<file path="src/rtl/hbi_pkg.sv">
package hbi_pkg;

  // Low status nibble, packed in the order the master decodes it.
  typedef struct packed {
    logic cmd;       // bit 3: last master write was a command
    logic usr;       // bit 2: engine-owned spare flag
    logic in_full;   // bit 1: inbound mailbox holds unread byte
    logic out_full;  // bit 0: outbound mailbox holds unread byte
  } hbi_flags_t;

  // Flag pin drive: plain latch in port mode, gated buffer state in flag mode.
  function automatic logic [1:0] hbi_pin_out(input logic       mode,
                                             input logic [1:0] latch,
                                             input logic       in_full,
                                             input logic       out_full);
    if (!mode) return latch;
    return {latch[1] & ~in_full, latch[0] & out_full};
  endfunction

  // Master read mux: address bit high selects status.
  function automatic logic [7:0] hbi_read_mux(input logic       sel_status,
                                              input logic [7:0] sts,
                                              input logic [7:0] obuf);
    return sel_status ? sts : obuf;
  endfunction

endpackage

</file>
<file path="src/rtl/hbi_strobe_sync.sv">
module hbi_strobe_sync #(
  parameter int          W       = 2,
  parameter int          STAGES  = 2,
  parameter logic [W-1:0] RST_VAL = '1
) (
  input  logic         clk,
  input  logic         rst_n,
  input  logic [W-1:0] d_in,
  output logic [W-1:0] q
);
  logic [W-1:0] stage [STAGES];

  generate
    for (genvar s = 0; s < STAGES; s++) begin : g_stage
      always_ff @(posedge clk or negedge rst_n) begin
        if (!rst_n)     stage[s] <= RST_VAL;
        else if (s == 0) stage[s] <= d_in;
        else            stage[s] <= stage[(s > 0) ? s-1 : 0];
      end
    end
  endgenerate

  assign q = stage[STAGES-1];
endmodule

</file>
<file path="src/rtl/hbi_regs.sv">
module hbi_regs
  import hbi_pkg::*;
#(
  parameter int DATA_W = 8,
  localparam int NIB   = DATA_W / 2
) (
  input  logic              clk,
  input  logic              rst_n,
  input  logic              wr_evt,
  input  logic              wr_cmd,
  input  logic [DATA_W-1:0] wr_byte,
  input  logic              rd_clr,
  input  logic              loc_in_rd,
  input  logic              loc_out_ld,
  input  logic [DATA_W-1:0] loc_out_data,
  input  logic              loc_sts_ld,
  input  logic [NIB-1:0]    loc_sts_nib,
  input  logic              loc_f0_tgl,
  input  logic              loc_flag_en,
  output logic [DATA_W-1:0] in_buf,
  output logic [DATA_W-1:0] out_buf,
  output logic [NIB-1:0]    usr_nib,
  output hbi_flags_t        flags,
  output logic              flag_mode
);
  always_ff @(posedge clk or negedge rst_n) begin
    if (!rst_n) begin
      in_buf    <= '0;
      out_buf   <= '0;
      usr_nib   <= '0;
      flags     <= '0;
      flag_mode <= 1'b0;
    end else begin
      if (wr_evt) begin
        in_buf    <= wr_byte;
        flags.cmd <= wr_cmd;
      end
      // Set beats clear on both mailboxes.
      if (wr_evt)          flags.in_full <= 1'b1;
      else if (loc_in_rd)  flags.in_full <= 1'b0;
      if (loc_out_ld) begin
        out_buf        <= loc_out_data;
        flags.out_full <= 1'b1;
      end else if (rd_clr) begin
        flags.out_full <= 1'b0;
      end
      if (loc_sts_ld)  usr_nib   <= loc_sts_nib;
      if (loc_f0_tgl)  flags.usr <= ~flags.usr;
      if (loc_flag_en) flag_mode <= 1'b1;
    end
  end
endmodule

</file>
<file path="src/rtl/hbi_slave_port.sv">
module hbi_slave_port
  import hbi_pkg::*;
#(
  parameter int DATA_W      = 8,
  parameter int SYNC_STAGES = 2
) (
  input  logic              clk,
  input  logic              rst_n,
  input  logic              hst_cs_n,
  input  logic              hst_rd_n,
  input  logic              hst_wr_n,
  input  logic              hst_a0,
  input  logic [DATA_W-1:0] hst_din,
  output logic [DATA_W-1:0] hst_dout,
  output logic              hst_dout_oe,
  input  logic              loc_in_rd,
  output logic [DATA_W-1:0] loc_in_data,
  input  logic              loc_out_ld,
  input  logic [DATA_W-1:0] loc_out_data,
  input  logic              loc_sts_ld,
  input  logic [DATA_W/2-1:0] loc_sts_nib,
  input  logic              loc_f0_tgl,
  input  logic              loc_flag_en,
  input  logic [1:0]        loc_pin_latch,
  output logic [DATA_W-1:0] status,
  output logic [1:0]        irq_pins
);
  localparam int NIB = DATA_W / 2;
  localparam int QW  = DATA_W + 2;   // data, address bit, chip select

  // Strobes: {rd_n, wr_n}, synchronized, then one extra register for edges.
  logic [1:0]    strb_now, strb_prev;
  // Qualifiers ride one stage longer so they line up with strb_prev.
  logic [QW-1:0] qual_d;

  hbi_strobe_sync #(.W(2), .STAGES(SYNC_STAGES), .RST_VAL(2'b11)) u_strb (
    .clk(clk), .rst_n(rst_n), .d_in({hst_rd_n, hst_wr_n}), .q(strb_now));

  hbi_strobe_sync #(.W(QW), .STAGES(SYNC_STAGES+1), .RST_VAL({QW{1'b1}})) u_qual (
    .clk(clk), .rst_n(rst_n), .d_in({hst_din, hst_a0, hst_cs_n}), .q(qual_d));

  always_ff @(posedge clk or negedge rst_n) begin
    if (!rst_n) strb_prev <= 2'b11;
    else        strb_prev <= strb_now;
  end

  // Named event wires, observed by the checker.
  logic wr_evt, rd_evt, wr_cmd, rd_clr, flag_mode;
  logic [DATA_W-1:0] wr_byte;

  assign wr_evt  = strb_now[0] & ~strb_prev[0] & ~qual_d[0];
  assign rd_evt  = strb_now[1] & ~strb_prev[1] & ~qual_d[0];
  assign wr_cmd  = qual_d[1];
  assign wr_byte = qual_d[QW-1:2];
  assign rd_clr  = rd_evt & ~qual_d[1];

  logic [DATA_W-1:0] in_buf, out_buf;
  logic [NIB-1:0]    usr_nib;
  hbi_flags_t        flags;

  hbi_regs #(.DATA_W(DATA_W)) u_regs (
    .clk(clk), .rst_n(rst_n),
    .wr_evt(wr_evt), .wr_cmd(wr_cmd), .wr_byte(wr_byte), .rd_clr(rd_clr),
    .loc_in_rd(loc_in_rd), .loc_out_ld(loc_out_ld), .loc_out_data(loc_out_data),
    .loc_sts_ld(loc_sts_ld), .loc_sts_nib(loc_sts_nib),
    .loc_f0_tgl(loc_f0_tgl), .loc_flag_en(loc_flag_en),
    .in_buf(in_buf), .out_buf(out_buf), .usr_nib(usr_nib),
    .flags(flags), .flag_mode(flag_mode));

  assign status      = {usr_nib, flags};
  assign loc_in_data = in_buf;
  assign hst_dout_oe = ~hst_cs_n & ~hst_rd_n;
  assign hst_dout    = hbi_read_mux(hst_a0, status, out_buf);
  assign irq_pins    = hbi_pin_out(flag_mode, loc_pin_latch, flags.in_full, flags.out_full);
endmodule

</file>
<file path="config.mk">
export PLATFORM = sky130hd
export DESIGN_NAME = hbi_slave_port
export DESIGN_NICKNAME = d
export VERILOG_FILES = /design/src/rtl/hbi_pkg.sv /design/src/rtl/hbi_strobe_sync.sv /design/src/rtl/hbi_regs.sv /design/src/rtl/hbi_slave_port.sv
export SDC_FILE = /design/constraint.sdc
export NUM_CORES = 1
export LEC_CHECK = 0
export BUFFER_PORTS_ARGS = -buffer_cell sky130_fd_sc_hd__buf_2
export CAP_MARGIN = 10
export CORE_UTILIZATION = 40
export CTS_CLUSTER_SIZE = 28
export DETAILED_ROUTE_END_ITERATION = 6
export GPL_ROUTABILITY_DRIVEN = 0
export GPL_TIMING_DRIVEN = 0
export PLACE_DENSITY = 0.66
export SYNTH_ARGS = -nofsm -noshare
export SYNTH_HDL_FRONTEND = slang
export SYNTH_SLANG_ARGS = --single-unit
export TNS_END_PERCENT = 5
</file>
<file path="constraint.sdc">
create_clock -name clk -period 1.42 [get_ports clk]
set_input_delay 0.142 -clock clk [delete_from_list [all_inputs] [get_ports clk]]
set_output_delay 0.142 -clock clk [all_outputs]
set_load 0.01 [all_outputs]
</file>
==> impl_metrics.json <==
{
  "floorplan.die.height_um": 72.68,
  "power.share.switching_pct": 22.06,
  "p_int_mw": 3.123,
  "data_required_time_at_the_worst_endpoint_ns": 1.62,
  "worst_clock_skew_ns": 0.006426,
  "drt.antenna.violating_nets": 0,
  "maximum_number_of_pins_on_one_net_before_global_route_repair": 62,
  "layout.area.seq_um2": 1572,
  "slew_headroom_pct": 52.81,
  "cts.sink_count": 61,
  "gr-total-overflow": 0,
  "yosysUniqueCellTypes": 14,
  "setup.worst_path.start_class": "register",
  "final.min_clock_period_ns": 1.326,
  "timing.rr.start": "u_strb.q[0]",
  "min_to": "u_regs.flag_mode",
  "drv_slew": 0,
  "detailed_router_iteration_count_before_antenna_repair": 5,
  "power_leakage_nw": 1.240,
  "floorplan.initialDensity_pct": 42.03,
  "final_critical_path_setup_slack_ns": 0.09408,
  "synthToLayoutAreaGrowth_pct": 36.38,
  "combinational_power_share_pct": 11.2,
  "share_seq_of_total_power_pct": 50.1,
  "num_io_pins": 60,
  "placement_rows": 25,
  "globalRouteTotalUtil_pct": 14.17,
  "global_route_wire_length_before_repair_mm": 5.354,
  "outcome": "finished, final reports clean",
  "arr_time_crit_path_ns": 1.53,
  "std_cell_core_area_um2": 4755,
  "drt-total-wl_mm": 3.312,
  "reg2reg_to": "u_regs.in_buf[3]",
  "synthesis.area_um2": 1998,
  "number_of_buffers_created_by_cts": 9,
  "clockPowerShare_pct": 38.7,
  "timing_worst_slew_pin_value_ns": 0.7078,
  "fin_nets": 220,
  "synth_area_per_cell_um2": 19.21,
  "syn-instance-count": 104,
  "post-place-cells": 229,
  "cts.path.max_buffers": 2,
  "cts_tree": "yes",
  "fmax_mhz": 754.2,
  "drive_above_1_share_pct": 75.52,
  "reg2reg_depth": 3,
  "finalHoldViolCount": 0,
  "synth_seq_cells": 61,
  "n_antenna_cell": 0,
  "io_buffer_count": 58,
  "setup.worst_path.class": "register to register",
  "clkTransAtPathRegs_ns": 0.06,
  "timing.critical_path.fanout_max": 10,
  "p_sw_mw": 0.8838,
  "worst_setup_path_startpoint": "u_strb.q[0]",
  "worst_skew_pair.late_latency_ns": 0.32,
  "area_used_by_multi_input_combinational_logic_um2": 397.9,
  "pre_cts_slack_ns": 0.08985,
  "via_count_of_the_first_global_routing_pass": 1169,
  "setup_viol": 0,
  "layout.filler_cells": 403,
  "drt-vias-per-instance": 4.309,
  "hold_class": "input port to register",
  "yosysWarningCount": 0,
  "ir_drop_mv": 0.6449,
  "synthesis.nets": 137,
  "fin_tns_setup_ns": 0,
  "detailedPlacementHpwl_mm": 2.136,
  "timing.reg2reg.setup_slack_ns": 0.09,
  "min_period_over_period_pct": 93.37,
  "grt_setup_unrepaired": "no",
  "antenna_violations_before_repair": 0,
  "end_kind": "register",
  "synth_sequential_area_ratio_pct": 78.65,
  "power_density_nw_per_um2": 1470,
  "min-delay-start": "loc_flag_en",
  "post-route-drc-count": 0,
  "max_cap_viol_count": 0,
  "overall_die_width_um": 72.68,
  "initialDrtViolationCount": 56,
  "dieArea_um2": 5282,
  "clk_root_buffer_cell": "sky130_fd_sc_hd__clkbuf_8",
  "drt-wirelength-per-cell_um": 12.79,
  "worst_hold_path.num_cells": 2,
  "cts_htree_levels": 3,
  "fin_cells": 259,
  "via_count_of_the_routed_design": 1116
}
## critical path, stage by stage, from the launching register on
cell and delay, ns:
sky130_fd_sc_hd__dfstp_2 0.52, sky130_fd_sc_hd__nor3b_2 0.17, sky130_fd_sc_hd__buf_6 0.18, sky130_fd_sc_hd__mux2_2 0.34
## cells in the mapped netlist
master | number | area (um^2)
sky130_fd_sc_hd__dfrtp_1 | 25 | 625.6
sky130_fd_sc_hd__mux2_2 | 29 | 326.6
sky130_fd_sc_hd__nor4b_1 | 1 | 8.760
sky130_fd_sc_hd__or2_2 | 1 | 6.260
sky130_fd_sc_hd__xor2_1 | 1 | 8.760
sky130_fd_sc_hd__nor2_1 | 1 | 3.750
sky130_fd_sc_hd__dfstp_2 | 36 | 945.9
sky130_fd_sc_hd__nor3b_2 | 1 | 12.51
sky130_fd_sc_hd__buf_2 | 2 | 10.01
sky130_fd_sc_hd__a21boi_0 | 2 | 15.01
sky130_fd_sc_hd__a21o_2 | 1 | 8.760
sky130_fd_sc_hd__o21bai_1 | 1 | 7.510
sky130_fd_sc_hd__buf_6 | 1 | 11.26
sky130_fd_sc_hd__inv_1 | 2 | 7.510
## layer usage
| layer | up-vias | global-route usage, % | part of all wire (%) |
|---|---|---|---|
| met4 | 0 | 7.843 | 1.3 |
| li1 | 515 | - | - |
| met2 | 29 | 22.95 | 53 |
| met5 | - | 0 | 0 |
| met3 | 5 | 4.972 | 4.0 |
| met1 | 567 | 16.51 | 42 |
## flip-flops by register name (all words and copies together) (netlist names), 4 cells and up
| signal | flops |
|---|---|
| u_regs.out_buf | 8 |
| u_qual.stage | 20 |
| u_regs.in_buf | 8 |
| u_regs.flags | 4 |
| u_qual.q | 10 |
| u_regs.usr_nib | 4 |
## worst max path at each step
stage,slack [ns],depth (start not counted),to
floorplan,0.16,3,u_regs.flags[3]
global placement,0.11,3,u_regs.in_buf[0]
detailed placement,0.09,3,u_regs.in_buf[3]
CTS,0.08,3,u_regs.in_buf[3]
global route,0.03,3,u_regs.in_buf[7]
finish,0.09,3,u_regs.in_buf[3]
## cell usage in the layout (no fill, tap or decap), drive strengths merged
cell / instances
or2: 1
clkinv: 3
clkbuf: 12
bufinv: 1
nor2: 1
o21bai: 1
dlygate4sd3: 14
mux2: 29
inv: 2
xor2: 1
dfstp: 36
a21o: 1
nor3b: 1
nor4b: 1
a21boi: 2
dfrtp: 25
buf: 61
## timing repair
action / in CTS / in global routing
endpoints found under the hold margin: 13 / 25
hold buffers: 13 / 1
resized for setup: 0 / 0
buffers inserted: 0 / 0
## layout make-up
| type | instances | share of cell area [%] |
|---|---|---|
| timing repair buffer | 72 | 15.89 |
| tap | 67 | 3.076 |
| multi-input combinational | 38 | 14.60 |
| buffer | 3 | 0.7805 |
| inverter | 2 | 0.2755 |
| sequential | 61 | 57.67 |
| clock buffer | 12 | 6.061 |
| clock inverter | 4 | 1.653 |
## logic make-up after synthesis
| group | synth area share [%] |
|---|---|
| compound gates | 1.565 |
| xor+xnor | 0.4384 |
| buf+inv | 1.440 |
| flops | 78.65 |
| mux | 16.34 |
| simple gates | 1.565 |
## power by group through the flow
stage          clock network (mW)  registers (mW)  logic [mW]
5_1_grt                      1.68            2.03       0.493
4_1_cts                      1.59            2.01       0.455
2_1_floorplan                   0            2.06       0.172
3_5_place_dp                    0            2.04       0.425
3_3_place_gp                    0            2.03       0.412
6_report                     1.55            2.01       0.449
## metrics by stage
stage / area [um^2] / utilization (%) / hold WS [ns] / power (mW)
after floorplan: 1998 / - / -0.1536 / 2.232
after global placement: 2372 / 49.89 / 0.2478 / 2.438
after detailed placement: 2372 / 49.89 / 0.2482 / 2.462
after CTS: 2713 / 57.05 / 0.0003847 / 4.059
after global routing: 2725 / 57.32 / 0.007048 / 4.207
final: 2725 / 57.32 / 0.01997 / 4.007
No activity file was read; power rests on OpenSTA's default activity.
